[src/rtl/frame_seq.sv]
module frame_seq #(
  parameter int XLEN = 32,
  parameter int WB   = 4
) (
  input  logic            clk,
  input  logic            rst_n,
  input  logic            cmd_valid,
  input  logic [1:0]      cmd_op,
  input  logic [XLEN-1:0] cmd_pc,
  input  logic [XLEN-1:0] cmd_arg,
  input  logic [XLEN-1:0] handler_in,
  input  logic [XLEN-1:0] fp_in,
  input  logic [XLEN-1:0] sp_in,
  output logic            busy,
  output logic            done,
  output logic [XLEN-1:0] fp_out,
  output logic [XLEN-1:0] sp_out,
  output logic [XLEN-1:0] pc_out,
  output logic            exc_we,
  output logic [XLEN-1:0] exc_cause,
  output logic [XLEN-1:0] exc_num,
  output logic            mem_req,
  output logic            mem_we,
  output logic [XLEN-1:0] mem_addr,
  output logic [XLEN-1:0] mem_wdata,
  input  logic [XLEN-1:0] mem_rdata,
  input  logic            mem_ack
);
  localparam logic [XLEN-1:0] STEP   = XLEN'(WB);
  localparam logic [XLEN-1:0] STEP2  = XLEN'(2 * WB);
  localparam logic [XLEN-1:0] LONGRA = XLEN'(6);
  localparam logic [XLEN-1:0] SHORTRA = XLEN'(2);
  localparam logic [XLEN-1:0] ALL1   = '1;

  typedef enum logic [2:0] {S_IDLE, S_WRA, S_WFP, S_RFP, S_RRA, S_FIN} st_t;

  st_t st;
  logic [XLEN-1:0] sp_w, fp_r, pc_r, ra_r, num_r;
  logic swi_r, fr_r, call_r;

  wire take = cmd_valid && (st == S_IDLE);
  wire hit  = mem_req && mem_ack;
  wire lnx  = (cmd_arg == ALL1);

  always_ff @(posedge clk) begin
    if (!rst_n) begin
      st <= S_IDLE;
      sp_w <= '0; fp_r <= '0; pc_r <= '0; ra_r <= '0; num_r <= '0;
      swi_r <= 1'b0; fr_r <= 1'b0; call_r <= 1'b0;
    end else begin
      case (st)
        S_IDLE: if (take) begin
          swi_r  <= (cmd_op == 2'b11);
          num_r  <= cmd_arg;
          fr_r   <= (cmd_op != 2'b11) || lnx;
          call_r <= (cmd_op == 2'b00) || (cmd_op == 2'b01) || (cmd_op == 2'b11 && lnx);
          fp_r   <= fp_in;
          case (cmd_op)
            2'b00: begin ra_r <= cmd_pc + LONGRA;  pc_r <= cmd_arg;
                         sp_w <= sp_in - STEP2; st <= S_WRA; end
            2'b01: begin ra_r <= cmd_pc + SHORTRA; pc_r <= cmd_arg;
                         sp_w <= sp_in - STEP2; st <= S_WRA; end
            2'b10: begin sp_w <= fp_in; st <= S_RFP; end
            default: begin
              if (lnx) begin
                ra_r <= cmd_pc + LONGRA; pc_r <= handler_in;
                sp_w <= sp_in - STEP2;   st <= S_WRA;
              end else begin
                pc_r <= cmd_pc + LONGRA; sp_w <= sp_in; st <= S_FIN;
              end
            end
          endcase
        end
        S_WRA: if (hit) begin sp_w <= sp_w - STEP; st <= S_WFP; end
        S_WFP: if (hit) begin fp_r <= sp_w; st <= S_FIN; end
        S_RFP: if (hit) begin fp_r <= mem_rdata; sp_w <= sp_w + STEP; st <= S_RRA; end
        S_RRA: if (hit) begin pc_r <= mem_rdata; sp_w <= sp_w + STEP2; st <= S_FIN; end
        default: st <= S_IDLE;
      endcase
    end
  end

  assign mem_req   = (st == S_WRA) || (st == S_WFP) || (st == S_RFP) || (st == S_RRA);
  assign mem_we    = (st == S_WRA) || (st == S_WFP);
  assign mem_addr  = sp_w;
  assign mem_wdata = (st == S_WRA) ? ra_r : fp_r;
  assign busy      = (st != S_IDLE);
  assign done      = (st == S_FIN);
  assign fp_out    = fp_r;
  assign sp_out    = sp_w;
  assign pc_out    = pc_r;
  assign exc_we    = done && swi_r;
  assign exc_cause = XLEN'(3);
  assign exc_num   = num_r;

  a_r7_hold_until_ack: assert property (@(posedge clk) disable iff (!rst_n)
    mem_req && !mem_ack |=> mem_req && $stable(mem_addr) && $stable(mem_we) && $stable(mem_wdata));

  a_r8_done_single: assert property (@(posedge clk) disable iff (!rst_n)
    done |=> !done);

  a_r8_done_after_access: assert property (@(posedge clk) disable iff (!rst_n)
    done && fr_r |-> $past(mem_req && mem_ack));

  a_r3_frame_points_equal: assert property (@(posedge clk) disable iff (!rst_n)
    done && call_r |-> fp_out == sp_out);

  a_r4_pop_step: assert property (@(posedge clk) disable iff (!rst_n)
    (st == S_RRA) && ($past(st) == S_RFP) |-> mem_addr == $past(mem_addr) + STEP);

  a_r2_push_step: assert property (@(posedge clk) disable iff (!rst_n)
    (st == S_WFP) && ($past(st) == S_WRA) |-> mem_addr == $past(mem_addr) - STEP);
endmodule

[config.mk]
export PLATFORM = sky130hd
export DESIGN_NAME = frame_seq
export DESIGN_NICKNAME = d
export VERILOG_FILES = /design/src/rtl/frame_seq.sv
export SDC_FILE = /design/constraint.sdc
export NUM_CORES = 1
export LEC_CHECK = 0
export ABC_CLOCK_PERIOD_IN_PS = 5700
export BUFFER_PORTS_ARGS = -buffer_cell sky130_fd_sc_hd__buf_2
export CAP_MARGIN = 20
export CELL_PAD_IN_SITES_DETAIL_PLACEMENT = 1
export CELL_PAD_IN_SITES_GLOBAL_PLACEMENT = 2
export CORE_ASPECT_RATIO = 1.75
export CORE_UTILIZATION = 28
export DETAILED_ROUTE_END_ITERATION = 10
export MAX_ROUTING_LAYER = met4
export PLACE_DENSITY_LB_ADDON = 0.1
export SLEW_MARGIN = 10
export SYNTH_ARGS = -nofsm -noshare
export SYNTH_HDL_FRONTEND = slang
export SYNTH_SLANG_ARGS = --single-unit
[constraint.sdc]
create_clock -name clk -period 5.7 [get_ports clk]
set_clock_uncertainty 0.15 [all_clocks]
set_input_delay 0.57 -clock clk [delete_from_list [all_inputs] [get_ports clk]]
set_output_delay 0.57 -clock clk [all_outputs]
set_load 0.01 [all_outputs]
# == Word level (Yosys, flattened, before mapping) ==
# Cells that the tools add are included.
# totals
in_bits,198
reg_bits,164
out_inout_bits,229
word_cells,76
# classes
add_sub_neg,6
n_mux,25
bitwise,1
eq_ne,16
n_reduce_logical,21
# ops
op,n
2-to-1 mux 32 bit,12
one-hot mux 32 bit (2 select lines),3
one-hot mux 32 bit (3 select lines),2
one-hot mux 32 bit (4 select lines),1
adder 32 x 3 -> 32 bit (second input constant),2
adder 32 x 2 -> 32 bit (second input constant),1
adder 32 x 4 -> 32 bit (second input constant),1
equality test 32 bit (second input constant),1
subtractor 32 x 3 -> 32 bit (second input constant),1
subtractor 32 x 4 -> 32 bit (second input constant),1
AND reduction 4 bit,4
2-to-1 mux 3 bit,5
!= test 2 bit (second input constant),6
one-hot mux 3 bit (4 select lines),1
nonzero test 3 bit,3
equality test 3 x 2 -> 1 bit (second input constant),2
equality test 3 bit (second input constant),2
one-hot mux 3 bit (2 select lines),1
AND reduction 5 bit,1
equality test 2 bit (second input constant),2
nonzero test 4 bit,1
OR reduction 2 bit,2
equality test 3 x 1 -> 1 bit (second input constant),1
logical AND 1 bit,3
other kinds (8),10

# == Logic depth before layout (Yosys ltp) ==
# Gate-level depths: netlist of the first run.
# depth
ltp_word,7
depth_mapped,15
mapped_depth_nobuf,12

# == Worst setup path before layout of the first run ==
# OpenSTA, ideal clock, no wires.
# synth_path
kind,reg-to-reg
from,reg st[0]
to,"reg sp_w[26], in the netlist mem_addr[26]"
t_required_ns,5.418
n_path_buf,3
synth_period_minus_slack_ns,4.344
stages_incl_launch_ff,16
slack_ns,1.356
setup_time_ns,0.132
t_arrival_ns,4.062
cell_sequence,dfxtp_1 > clkbuf_1 > nor2b_1 > buf_2 > clkbuf_1 > nand2_1 > ha_1 > a221o_1 > a21o_1 > a21oi_1 > a41o_1 > o21ai_0 > a31o_2 > xor2_1 > a221oi_1 > a21oi_1
# synth_via
elab_chain_len,7
word_cells_on_any_way,17
classes_between,8 x eq/ne; 1 x mux; 8 x reduce/logical
# synth_rtl
item,line_no,source
start: declaration,37,st_t st;
start signal: assignment,47,st <= S_IDLE;
start signal: assignment,60,sp_w <= sp_in - STEP2; st <= S_WRA; end
start signal: assignment,62,sp_w <= sp_in - STEP2; st <= S_WRA; end
equality test 3 x 1 -> 1 bit / equality test 3 x 2 -> 1 bit (equally long branches),"51, 83",
logical OR 1 bit (3 in a row),83,assign mem_req = (st == S_WRA) || (st == S_WFP) || (st == S_RFP) || (st == S_RRA);
logical AND 1 bit,42,wire hit = mem_req && mem_ack;
!= test 2 bit (no line),n/a,
AND reduction 5 bit (no line),n/a,
end signal: assignment,48,sp_w <= '0; fp_r <= '0; pc_r <= '0; ra_r <= '0; num_r <= '0;
end signal: assignment,60,
end signal: assignment,77,S_RRA: if (hit) begin pc_r <= mem_rdata; sp_w <= sp_w + STEP2; st <= S_FIN; end
end: declaration,38,"logic [XLEN-1:0] sp_w, fp_r, pc_r, ra_r, num_r;"
# Several ways; a longest one is shown, not always the timed one.
# A chain may end at the register's enable or synchronous reset.

# == Worst setup path in the final report of the first run ==
# layout_path
from,reg st[2]
to,"reg sp_w[26], in the netlist mem_addr[26]"
# The elaborated chain is that of the path after synthesis.

==> run summary, run 1 <==
The mapped netlist covers roughly 0.013 mm^2. By instance count, the leading cell after synthesis is sky130_fd_sc_hd__nand2_1. The number of max-cap violations is 0. The mean instance size in the synthesized netlist came out at slightly above 7 um^2. The post-cts sizing count is 0. The count of placed standard cells in the final layout, fillers left out came out at between 2000 and 3000. The share of the yosys chip area belonging to registers came out at roughly 26%. In this run, synthesis produced a sequential element count of 164. Of all flip-flops after synthesis, the portion carrying an async set or reset was 0%. For the pin with the worst max-slew slack, the measured transition is 1.16 ns. The effective utilization at floorplan is between 20 and 30%. The placed instance count came out at 2604. Dividing total power by cell area gives a power density of between 300 and 400 mW/mm^2. The clock edge transition at the registers on the reported setup and hold paths came out at roughly 0.080 ns.

The post-route DRC violation count came out at 0. The number of detailed-route iterations in the first pass came out at 5. The buffers inserted during post-CTS setup optimization came out at 0.

The number of antenna violations at the first check in global routing came to 4. The die area is ~0.047 mm^2. The total wire length after detailed routing came out at 71.9 mm. In this run the critical register-to-register path is launched from st[2]. The die extent in y came out at roughly 280 um.

After layout, the worst path uses slightly below 80% of the clock period. The startpoint of the most critical hold path is sp_in[1]. The total of buffers placed on input and output ports came out at approximately 390.

Ranked by total cell area, the synthesized netlist is headed by sky130_fd_sc_hd__dfxtp_1 (26%), sky130_fd_sc_hd__a21oi_1 (7.7%), sky130_fd_sc_hd__nand2_1 (7.5%). The first-pass GRT wire length is a little over 100 mm. The cts-stage hold buffer count is 0. The H-tree was split into 4 levels. After the last flow step, the layout net total stands at roughly 2300.

In the final routed layout, each cell accounts on average for roughly 27 um. The maximum frequency from static timing analysis is around 230 MHz. The worst setup path is launched from a flip-flop. The row count came out at roughly 100.

The tree built by TritonCTS fans out to approximately 160 sinks. The proportion of layout cells with a drive suffix above 1 came out at about a quarter. The count of unique library cells instantiated by Yosys is 68.

The most used flip-flop cell after synthesis is sky130_fd_sc_hd__dfxtp_1. The largest total area in the synthesized netlist belongs to sky130_fd_sc_hd__dfxtp_1. The most critical setup path has its startpoint at st[2]. The utilization after layout is 34.5%. The cell leakage power came out at approximately 6.5 nW. Yosys printed 0 warnings.

The signal arrival time at the worst endpoint came out at roughly 4.6 ns. The latest clock arrival within the worst-skew pair came out at ~0.45 ns. The critical path is of the reg -> reg type. The number of pins with negative max-slew slack in the final report was 0.

The final setup slack of the worst path came out at about 1.3 ns. The run finished with clean final reports. The number of violations reported at the end of detailed-routing iteration 0 is 839. The number of nets still failing antenna checks after routing came out at 0.

The peak fanout along the critical path is 19. The global route total overflow is 0. Headroom to the max-slew limit came out at between 20% and 30%. After synthesis, the most frequently instantiated cells are sky130_fd_sc_hd__nand2_1 (254), sky130_fd_sc_hd__a21oi_1 (197), sky130_fd_sc_hd__nor2_1 (167). The worst setup path is captured at a flip-flop. Setup repair after global routing left no endpoint under its margin.

The global router's overall resource usage came out at a little under a third. The maximum buffer depth of the clock tree came out at 2. The clock period minus worst slack is 4.44 ns. The peak ir drop on the vdd network is around 0.23 mV. TritonCTS built the clock tree. Entering global routing, the biggest net connects 65 pins. At the worst endpoint, the required time is ~5.9 ns.

The total via count after detailed routing is between 10000 and 15000. The die width came out at between 150 and 200 um. Clock tree synthesis selected as its root buffer the cell sky130_fd_sc_hd__clkbuf_16. The core region is 0.0451 mm^2. The half-perimeter wire length after placement is between 50 and 60 mm. The via count normalized by instance count came out at between 5 and 6. The number of global-route vias before repair came out at 14635.

The number of synthesized flops with an enable pin came out at 0. The placement-stage worst setup slack came out at 1.20 ns. The layout overhead on the synthesized area is 21.6%.

The class of the tightest hold or removal check is in -> reg. The post-route setup TNS is 0 ns. The gate count of the mapped netlist is approximately 1800. In this run the biggest area consumer among cell types represents about a quarter of the synthesized area. The count of final setup violators is 0.

Buffers inserted during clock tree synthesis total 17. The hold violation count in the final report came out at 0. Pin placement for this block handled around 430 I/O pins. Routability-driven placement finished with a final weighted congestion of 0.951.
## state kept, by name, indices dropped and copies added (netlist names)
register,cells
exc_num,32
fp_out,32
mem_addr,32
pc_out,32
ra_r,32
st,3
swi_r,1
## layer usage
| metal | up-vias | routed length (um) | global-route usage [%] |
|---|---|---|---|
| met4 | 0 | 4440 | 18.0 |
| li1 | 6751 | - | - |
| met5 | - | 0 | - |
| met2 | 430 | 39200 | 58.5 |
| met1 | 7001 | 25900 | 31.1 |
| met3 | 112 | 2380 | 3.04 |
## per-stage QoR
stage / instance area [um^2] / hold slack, ns / power (W)
floorplan: 12900 / 0.278 / 0.00315
global placement: 14900 / 0.290 / 0.00411
detailed placement: 14900 / 0.295 / 0.00415
CTS: 15500 / 0.225 / 0.00538
global route: 15500 / 0.232 / 0.00565
finish: 15500 / 0.246 / 0.00534
## final timing paths
check	slack, ns	endpoint	depth (start not counted)
worst max-delay path	1.26	mem_addr[26]	13
worst min-delay path	0.25	mem_addr[1]	3
worst max register to register	1.26	mem_addr[26]	13
worst min register to register	0.30	exc_num[28]	2
## placed cells by master (no fill, tap or decap), types with 14 or more instances in the layout
cell,count
sky130_fd_sc_hd__conb_1,32
sky130_fd_sc_hd__a31oi_1,18
sky130_fd_sc_hd__nor2_1,164
sky130_fd_sc_hd__nor4_1,15
sky130_fd_sc_hd__nor3_1,44
sky130_fd_sc_hd__nand2_1,252
sky130_fd_sc_hd__xor2_1,50
sky130_fd_sc_hd__ha_1,38
sky130_fd_sc_hd__nand4_1,34
sky130_fd_sc_hd__a221oi_1,18
sky130_fd_sc_hd__xnor2_1,74
sky130_fd_sc_hd__buf_2,396
sky130_fd_sc_hd__buf_4,30
sky130_fd_sc_hd__clkbuf_16,17
sky130_fd_sc_hd__o211ai_1,49
sky130_fd_sc_hd__a21o_1,16
sky130_fd_sc_hd__and3_1,14
sky130_fd_sc_hd__a21oi_1,196
sky130_fd_sc_hd__inv_1,21
sky130_fd_sc_hd__dfxtp_1,163
sky130_fd_sc_hd__mux2_2,32
sky130_fd_sc_hd__o21ai_0,74
sky130_fd_sc_hd__a211oi_1,52
sky130_fd_sc_hd__mux2i_1,60
sky130_fd_sc_hd__nand3_1,40
## power by group
group,internal (W),switching [W],total [W]
Sequential,0.00131,0.000263,0.00158
Combinational,0.000969,0.00157,0.00254
Clock,0.000632,0.000585,0.00122
Total,0.00292,0.00242,0.00534
## logic make-up (layout without fill, tap and decap cells)
logic type	count (synthesis)	after routing	synth area share (%)
adders and majority gates	40	40	3.96
and+or+nand+nor	648	648	23.1
DFF	164	164	25.7
xor gates and xnor gates	124	124	8.50
buffers and inverters	209	482	8.08
muxes	92	92	7.52
AOI/OAI and AO/OA	479	479	23.0
other	2	36	0.0588
## final cells by class
class | count | area (um^2)
Antenna cell | 4 | 10.0
Inverter | 22 | 85.1
Sequential cell | 164 | 3280
Fill cell | 5764 | 29600
Timing Repair Buffer | 428 | 2250
Clock inverter | 13 | 144
Tap cell | 577 | 722
Clock buffer | 19 | 443
Multi-Input combinational cell | 1415 | 8600
## critical path, cell delays in order (launching register included)
cell	delay (ns)
sky130_fd_sc_hd__dfxtp_1	0.30
sky130_fd_sc_hd__buf_4	0.20
sky130_fd_sc_hd__nor2b_1	0.20
sky130_fd_sc_hd__nand2_1	0.54
sky130_fd_sc_hd__ha_1	0.61
sky130_fd_sc_hd__nand3_1	0.12
sky130_fd_sc_hd__a21oi_1	0.21
sky130_fd_sc_hd__o21ai_0	0.21
sky130_fd_sc_hd__a41o_1	0.30
sky130_fd_sc_hd__o21ai_0	0.64
sky130_fd_sc_hd__a31o_2	0.30
sky130_fd_sc_hd__xor2_1	0.08
sky130_fd_sc_hd__a221oi_1	0.30
sky130_fd_sc_hd__a21oi_1	0.10
No activity file was read; power rests on OpenSTA's default activity.
==> run 2: changes to the inputs <==
Settings changed: ABC_CLOCK_PERIOD_IN_PS 5700 to 4700.
Clock period 5.7 ns to 4.7 ns, I/O delays scaled along.
==> run 2 against run 1 <==
Against the previous run: critical path depth is 7 lower; worst setup slack worse by 0.41 ns; largest cell class unchanged; first-iteration DRC count is 3.2% lower; largest power group unchanged; non-clock buffer count is 11 higher; sequential power is 21% higher; power is 23% higher; die area stayed put; via count is 2.5% higher; combinational power is 24% higher; critical path type is now reg -> out; utilization is 0.24 points higher; critical endpoint is now mem_wdata[2]; cell area is 0.69% higher; flip-flop and latch count stayed put.
==> run summary, run 2 (synthesis gave the netlist of run 1 again) <==
The critical path class is reg -> out (was reg -> reg). By instance count, the cell type seen most on the critical path is sky130_fd_sc_hd__buf_4. The post-cts sizing count is 0 (unchanged). The worst path required time came out at 4.08 ns (was 5.86 ns). The average detailed-routed wire length per instance was 27.9 um (was 27.2 um). The switching part of the total was 45.2% (was 45.4%).

The number of max-cap violations came to 0 (unchanged). The startpoint of the most critical hold path was cmd_arg[20] (was sp_in[1]). The transition at the pin with the smallest max-transition slack is 1.11 ns (was 1.16 ns). The class of the tightest hold or removal check is in -> reg (unchanged).

The count of final setup violators came out at 0 (unchanged). The core outline area is 0.0451 mm^2 (unchanged). The signal arrival time at the worst endpoint is 3.23 ns (was 4.60 ns).

The clock edge transition at the registers on the reported setup and hold paths came out at 0.07 ns (was 0.08 ns). Result of the run: finished clean (unchanged). The most frequent standard cell in the layout excluding fill and tap cells is sky130_fd_sc_hd__buf_2 (unchanged).

The via count normalized by instance count is 5.51 (was 5.41). The half-perimeter wire length after placement was 60.5 mm (was 58.9 mm). The endpoint of the worst setup timing path is mem_wdata[2] (was mem_addr[26]). The total of buffers placed on input and output ports is 394 (unchanged). The clock root buffer is sky130_fd_sc_hd__clkbuf_16 (unchanged). The number of antenna violations at the first check in global routing is 8 (was 4).

The maximum buffer depth of the clock tree came out at 2 (unchanged). The total clock sinks is 164 (unchanged). The post-route setup TNS came out at 0 ns (unchanged). The count of fill cells added during filler insertion is 5733 (was 5764).

The layout overhead on the synthesized area is 22.5% (was 21.6%). The total I/O pin count came out at 427 (unchanged). The hold violation count in the final report came out at 0 (unchanged). The critical path launch point is st[0] (was st[2]). The final weighted congestion of routability-driven global placement came to 0.958 (was 0.951). The deepest level of the CTS H-tree is 4 (unchanged). The maximum number of pins on one net before global-route repair is 73 (was 65). The internal cell power came out at 0.00360 W (was 0.00292 W). The power share of the clock group came to 23.2% (was 22.8%). The peak fanout along the critical path is 47 (was 19). The post-layout instance area came to 0.0157 mm^2 (was 0.0155 mm^2).

The peak ir drop on the vdd network came to 0.273 mV (was 0.228 mV). The die area came out at 0.0465 mm^2 (unchanged). The total power after layout was 0.00657 W (was 0.00534 W). The master of the slowest instance on the critical path was sky130_fd_sc_hd__buf_4 (was sky130_fd_sc_hd__o21ai_0). The cts-stage hold buffer count is 0 (unchanged). The startpoint type of the worst setup path was a flip-flop (unchanged).

The first-pass GRT wire length came out at 105 mm (was 102 mm). The number of CTS-inserted buffers came to 17 (unchanged). The biggest cell delay along the critical path came out at 0.61 ns (was 0.64 ns).

RSZ-0062 raised after global routing: no (unchanged). The placed standard-cell area was 0.0150 mm^2 (was 0.0149 mm^2). The reg-to-reg endpoint is mem_addr[26] (unchanged). The proportion of layout cells with a drive suffix above 1 came out at 25.6% (was 25.2%). The power density relative to cell area was 419 mW/mm^2 (was 343 mW/mm^2).

The endpoint type of the worst setup path is an output pin (was flip-flop). Commonest non-fill, non-tap cells in the layout: sky130_fd_sc_hd__buf_2 (394), sky130_fd_sc_hd__nand2_1 (252), sky130_fd_sc_hd__a21oi_1 (196), sky130_fd_sc_hd__nor2_1 (164), sky130_fd_sc_hd__dfxtp_1 (163) (was sky130_fd_sc_hd__buf_2 (396), sky130_fd_sc_hd__nand2_1 (252), sky130_fd_sc_hd__a21oi_1 (196), sky130_fd_sc_hd__nor2_1 (164), sky130_fd_sc_hd__dfxtp_1 (163)). The cell leakage power came out at 6.60 nW (was 6.54 nW).

The number of detailed-route iterations in the first pass is 5 (unchanged). The number of nets in the final layout came out at 2296 (was 2285). The portion of total power attributed to sequential cells came to 29.0% (was 29.5%).

The worst path in the final design needs a cycle of 3.85 ns, including I/O delays and setup. The number of pins with negative max-slew slack in the final report is 0 (unchanged). The effective utilization at floorplan came out at 28.3% (unchanged). The die width is 163 um (unchanged). Cell chain of the critical path: buf_4 > nand2b_1 > nor2_2 > buf_4 > mux2_2 > buf_2 (was buf_4 > nor2b_1 > nand2_1 > ha_1 > nand3_1 > a21oi_1 > o21ai_0 > a41o_1 > o21ai_0 > a31o_2 > xor2_1 > a221oi_1 > a21oi_1). The total wire length after detailed routing is 74.2 mm (was 71.9 mm). The buffers inserted during post-CTS setup optimization was 0 (unchanged). The clock tree from TritonCTS is yes (unchanged). The worst max-slew margin expressed relative to the limit came out at 26.2% (was 23.0%). The launch point of the worst reg-to-reg path is st[0] (was st[2]).

The worst hold slack is 0.131 ns (was 0.246 ns). The maximum frequency from static timing analysis came out at ~260 MHz. The cell depth of the worst flop-to-flop path is 14 (was 13). The latest clock arrival within the worst-skew pair came out at 0.46 ns (was 0.45 ns). The global route total overflow came out at 0 (unchanged). The die extent in y is 285 um (unchanged).

The internal reg-to-reg setup slack came out at 0.87 ns (was 1.26 ns). The total via count after detailed routing is 14646 (was 14294). The global router's overall resource usage is 32.3% (was 31.4%). The portion of total power attributed to combinational logic came out at 47.8% (was 47.7%). The row count came out at 103 (unchanged). The power spent charging and discharging nets is 0.00297 W (was 0.00242 W). The post-route DRC violation count came out at 0 (unchanged).

The share of the clock period used by the worst path came out at about four fifths. The number of global-route vias before repair was 15045 (was 14635). The number of nets still failing antenna checks after routing came out at 0 (unchanged). The number of violations reported at the end of detailed-routing iteration 0 is 812 (was 839).
## run 2: cell type report
cell class / instances / area, um^2 / area share [%]
sequential: 164 / 3280 / 21.0
multi-input combinational: 1415 / 8600 / 55.0
inverter: 22 / 85.1 / 0.544
timing repair buffer: 439 / 2340 / 15.0
tap: 577 / 722 / 4.61
clock buffer: 18 / 429 / 2.74
antenna: 8 / 20.0 / 0.128
clock inverter: 14 / 168 / 1.07
## run 2: power by group through the flow
stage                     clock, W  combinational [W]  sequential, W
after floorplan                  0            0.00194        0.00188
after global placement           0            0.00310        0.00194
after detailed placement         0            0.00313        0.00194
after CTS                  0.00156            0.00314        0.00191
after global routing       0.00160            0.00339        0.00194
final                      0.00152            0.00314        0.00191
## run 2: how the worst min path moves through the flow
stage	slack, ns	endpoint	cells past startpoint
final	0.13	exc_num[20]	3
after global routing	0.14	exc_num[26]	3
after CTS	0.12	exc_num[16]	3
after detailed placement	0.30	exc_num[25]	2
after global placement	0.29	pc_out[22]	2
after floorplan	0.28	ra_r[12]	2
## run 2: stage by stage
step	util, %	instances	setup slack, ns
3_5_place_dp	33.3	2616	0.900
6_report	34.7	2657	0.855
3_3_place_gp	33.3	2616	0.821
5_1_grt	34.7	2656	0.633
4_1_cts	34.6	2648	0.854
2_1_floorplan	-	1788	0.356
## run 2: metal layers
metal	up-vias	global-route usage [%]	routed length, um
li1	6782	-	-
met4	0	17.4	4330
met2	461	60.5	40400
met5	-	-	0
met1	7261	32.1	26900
met3	142	3.20	2550
## run 2: critical path: cells and delay by family, from the launching register on
kind	cells	cell delay (ns)
mux	1	0.42
flops	1	0.33
buf+inv	3	1.18
simple gates	2	0.79
==> run 3: changes to the inputs <==
Settings changed: ABC_CLOCK_PERIOD_IN_PS 4700 to 3100, CORE_UTILIZATION 28 to 25.
Clock period 4.7 ns to 3.1 ns, I/O delays scaled along.
==> run 3 against run 2 <==
Against the previous run: wire length decreased by 4.0%; non-clock buffer count increased by 129; power increased by 60%; largest power group unchanged; combinational power increased by 73%; the flow now finishes with violations (negative setup slack); die area increased by 12%.
==> run summary, run 3 (synthesis gave the netlist of run 1 again) <==
The area of the multi-input gates is 0.00894 mm^2 (was 0.00860 mm^2). The maximum number of pins on one net before global-route repair came to 93 (was 73). The launch point of the worst reg-to-reg path was st[1] (was st[0]). The layout overhead on the synthesized area is 35.2% (was 22.5%). The average detailed-routed wire length per instance came out at 24.8 um (was 27.9 um). The transition at the pin with the smallest max-transition slack is 0.732 ns (was 1.11 ns).

The proportion of layout cells with a drive suffix above 1 is 30.9% (was 25.6%). The startpoint of the most critical hold path is cmd_arg[2] (was cmd_arg[20]). The sequential standard cell area is 0.00329 mm^2 (was 0.00328 mm^2).

The maximum buffer depth of the clock tree is 2 (unchanged). The total I/O pin count came out at 427 (unchanged). The signal arrival time at the worst endpoint is 3.36 ns (was 3.23 ns). The most frequent standard cell in the layout excluding fill and tap cells is sky130_fd_sc_hd__buf_2 (unchanged).

The endpoint type of the worst setup path is a flip-flop (was output pin). The portion of total power attributed to combinational logic is 51.7% (was 47.8%). The share of the clock period used by the worst path came out at 103%. Commonest non-fill, non-tap cells in the layout: sky130_fd_sc_hd__buf_2 (394), sky130_fd_sc_hd__nand2_1 (250), sky130_fd_sc_hd__a21oi_1 (187), sky130_fd_sc_hd__nor2_1 (164), sky130_fd_sc_hd__dfxtp_1 (160) (was sky130_fd_sc_hd__buf_2 (394), sky130_fd_sc_hd__nand2_1 (252), sky130_fd_sc_hd__a21oi_1 (196), sky130_fd_sc_hd__nor2_1 (164), sky130_fd_sc_hd__dfxtp_1 (163)). The internal reg-to-reg setup slack is -0.08 ns (was 0.87 ns). The count of final setup violators is 2 (was 0). The internal cell power came out at 0.00597 W (was 0.00360 W). The peak ir drop on the vdd network is 0.405 mV (was 0.273 mV). The latest clock arrival within the worst-skew pair is 0.46 ns (about the same). The core outline area is 0.0505 mm^2 (was 0.0451 mm^2).

The clock edge transition at the registers on the reported setup and hold paths is 0.08 ns (was 0.07 ns). The deepest level of the CTS H-tree is 4 (unchanged). The half-perimeter wire length after placement is 58.6 mm (was 60.5 mm).

The global router's overall resource usage is 27.6% (was 32.3%). The clock root buffer is sky130_fd_sc_hd__clkbuf_16 (unchanged). The worst hold slack was 0.0222 ns (was 0.131 ns). The total clock sinks is 164 (unchanged).

The die area came out at 0.0521 mm^2 (was 0.0465 mm^2). The total wire length after detailed routing is 71.2 mm (was 74.2 mm). The power density relative to cell area came to 609 mW/mm^2 (was 419 mW/mm^2). The number of nets in the final layout came to 2426 (was 2296).

The count of fill cells added during filler insertion came to 6351 (was 5733). The worst max-slew margin expressed relative to the limit is 51.2% (was 26.2%). The number of antenna violations at the first check in global routing is 5 (was 8).

The worst path required time was 3.28 ns (was 4.08 ns). The row count is 109 (was 103). The checks that failed: negative setup slack.

The die extent in y is 301 um (was 285 um). The power share of the clock group came out at 22.0% (was 23.2%). The number of nets still failing antenna checks after routing was 0 (unchanged).

The total of buffers placed on input and output ports is 394 (unchanged). The effective utilization at floorplan came out at 25.3% (was 28.3%). The master of the slowest instance on the critical path is sky130_fd_sc_hd__dfxtp_2 (was sky130_fd_sc_hd__buf_4). The placement-stage worst setup slack is -0.214 ns (was 0.900 ns).

The clock tree from TritonCTS is yes (unchanged). The startpoint type of the worst setup path is a flip-flop (unchanged). The global route total overflow is 0 (unchanged). The via count normalized by instance count came out at 5.14 (was 5.51). The biggest cell delay along the critical path came out at 0.54 ns (was 0.61 ns).

The power spent charging and discharging nets was 0.00455 W (was 0.00297 W). The first-pass GRT wire length was 102 mm (was 105 mm). The count of placed standard cells in the final layout, fillers left out is 2874 (was 2657). Cell chain of the critical path: nand2_8 > buf_12 > buf_6 > ha_4 > a221o_1 > a21o_1 > a21oi_2 > a41o_1 > o21ai_4 > a31o_4 > xor2_1 > a221oi_1 > a21oi_1 (was buf_4 > nand2b_1 > nor2_2 > buf_4 > mux2_2 > buf_2). The clock period minus worst slack is between 3 and 4 ns. RSZ-0062 raised after global routing: yes (was no). The number of detailed-route iterations in the first pass is 5 (unchanged). Result of the run: finished with violations (was finished clean). The maximum frequency from static timing analysis is about 310 MHz. The number of global-route vias before repair came out at 15095 (was 15045). The total via count after detailed routing is 14776 (was 14646). The post-route DRC violation count is 0 (unchanged). The critical path launch point is st[1] (was st[0]). The number of max-cap violations is 0 (unchanged). The number of pins with negative max-slew slack in the final report is 0 (unchanged). The class of the tightest hold or removal check is in -> reg (unchanged). The number of violations reported at the end of detailed-routing iteration 0 was 732 (was 812). The total power after layout is 0.0105 W (was 0.00657 W). The die width is 173 um (was 163 um). The final weighted congestion of routability-driven global placement is 0.960 (was 0.958). The final setup slack of the worst path is -0.0827 ns (was 0.855 ns). The critical path class was reg -> reg (was reg -> out). The hold violation count in the final report is 0 (unchanged). The peak fanout along the critical path came out at 7 (was 47). The portion of total power attributed to sequential cells came to 26.3% (was 29.0%). The cell leakage power came out at 7.33 nW (was 6.60 nW). The placed instance count is 2806 (was 2616). The switching part of the total is 43.3% (was 45.2%).

The number of CTS-inserted buffers came to 17 (unchanged).
==> run 3: changes by cell type in the layout (fill, tap and decap cells not counted), sizes merged <==
cell         previous run  this run
dlygate4sd3             0        23
diode                   8         6
buf                   439       545
nand2                 254       255
inv                    29        27
clkbuf                 18        20
==> run 3: final timing paths <==
| kind | end | depth (start not counted) |
|---|---|---|
| max reg2reg | mem_addr[26] | 13 |
| min reg2reg | exc_num[20] | 2 |
| min | exc_num[2] | 3 |
| max | mem_addr[26] | 13 |
==> run 3: critical path, delay by kind of cell, from the launching register on <==
kind                     cells  cell delay, ns
AO/OA/AOI/OAI                8            1.55
flip-flops                   1            0.54
buffers and inverters        2            0.30
XOR/XNOR                     1            0.14
AND/OR/NAND/NOR              1            0.16
adder cells (fa/ha/maj)      1            0.21
==> run 3: cell type report <==
class,count,area share [%]
clock inverters,12,0.818
flip-flops and latches,164,19.0
multi-input cells,1416,51.7
well taps,666,4.82
inverters,22,0.493
diodes,6,0.0869
clock buffers,20,2.70
repair buffers,568,20.3
==> run 3: through the flow <==
| step | setup TNS [ns] | cell area, um^2 | util [%] |
|---|---|---|---|
| final | -0.0935 | 17300 | 34.2 |
| after global routing | -2.49 | 17300 | 34.2 |
| after global placement | -0.492 | 16100 | 32.0 |
| after floorplan | -0.532 | 13000 | - |
| after CTS | -0.152 | 17100 | 33.9 |
| after detailed placement | -1.12 | 16100 | 32.0 |
==> run 3: timing repair <==
action / CTS / global route
hold endpoints to repair: 21 / 0
pin swaps: 5 / 13
cloned: 1 / 0
endpoints found under the setup margin: 12 / 74
buffers inserted: 3 / 3
gates resized for setup: 18 / 27
hold buffers: 23 / 0
==> run 3: metal layers <==
metal	global-route usage [%]	vias to the layer above	part of all wire, %
met5	-	-	0
met4	14.1	0	4.9
met3	2.23	119	2.6
met2	51.8	412	54
met1	28.7	7199	38
li1	-	7046	-
==> run 3: power groups by stage <==
stage | Clock (W) | Sequential [W] | Combinational (W)
5_1_grt | 0.00242 | 0.00280 | 0.00591
3_5_place_dp | 0 | 0.00280 | 0.00518
6_report | 0.00232 | 0.00276 | 0.00544
3_3_place_gp | 0 | 0.00279 | 0.00512
2_1_floorplan | 0 | 0.00286 | 0.00299
4_1_cts | 0.00237 | 0.00276 | 0.00537
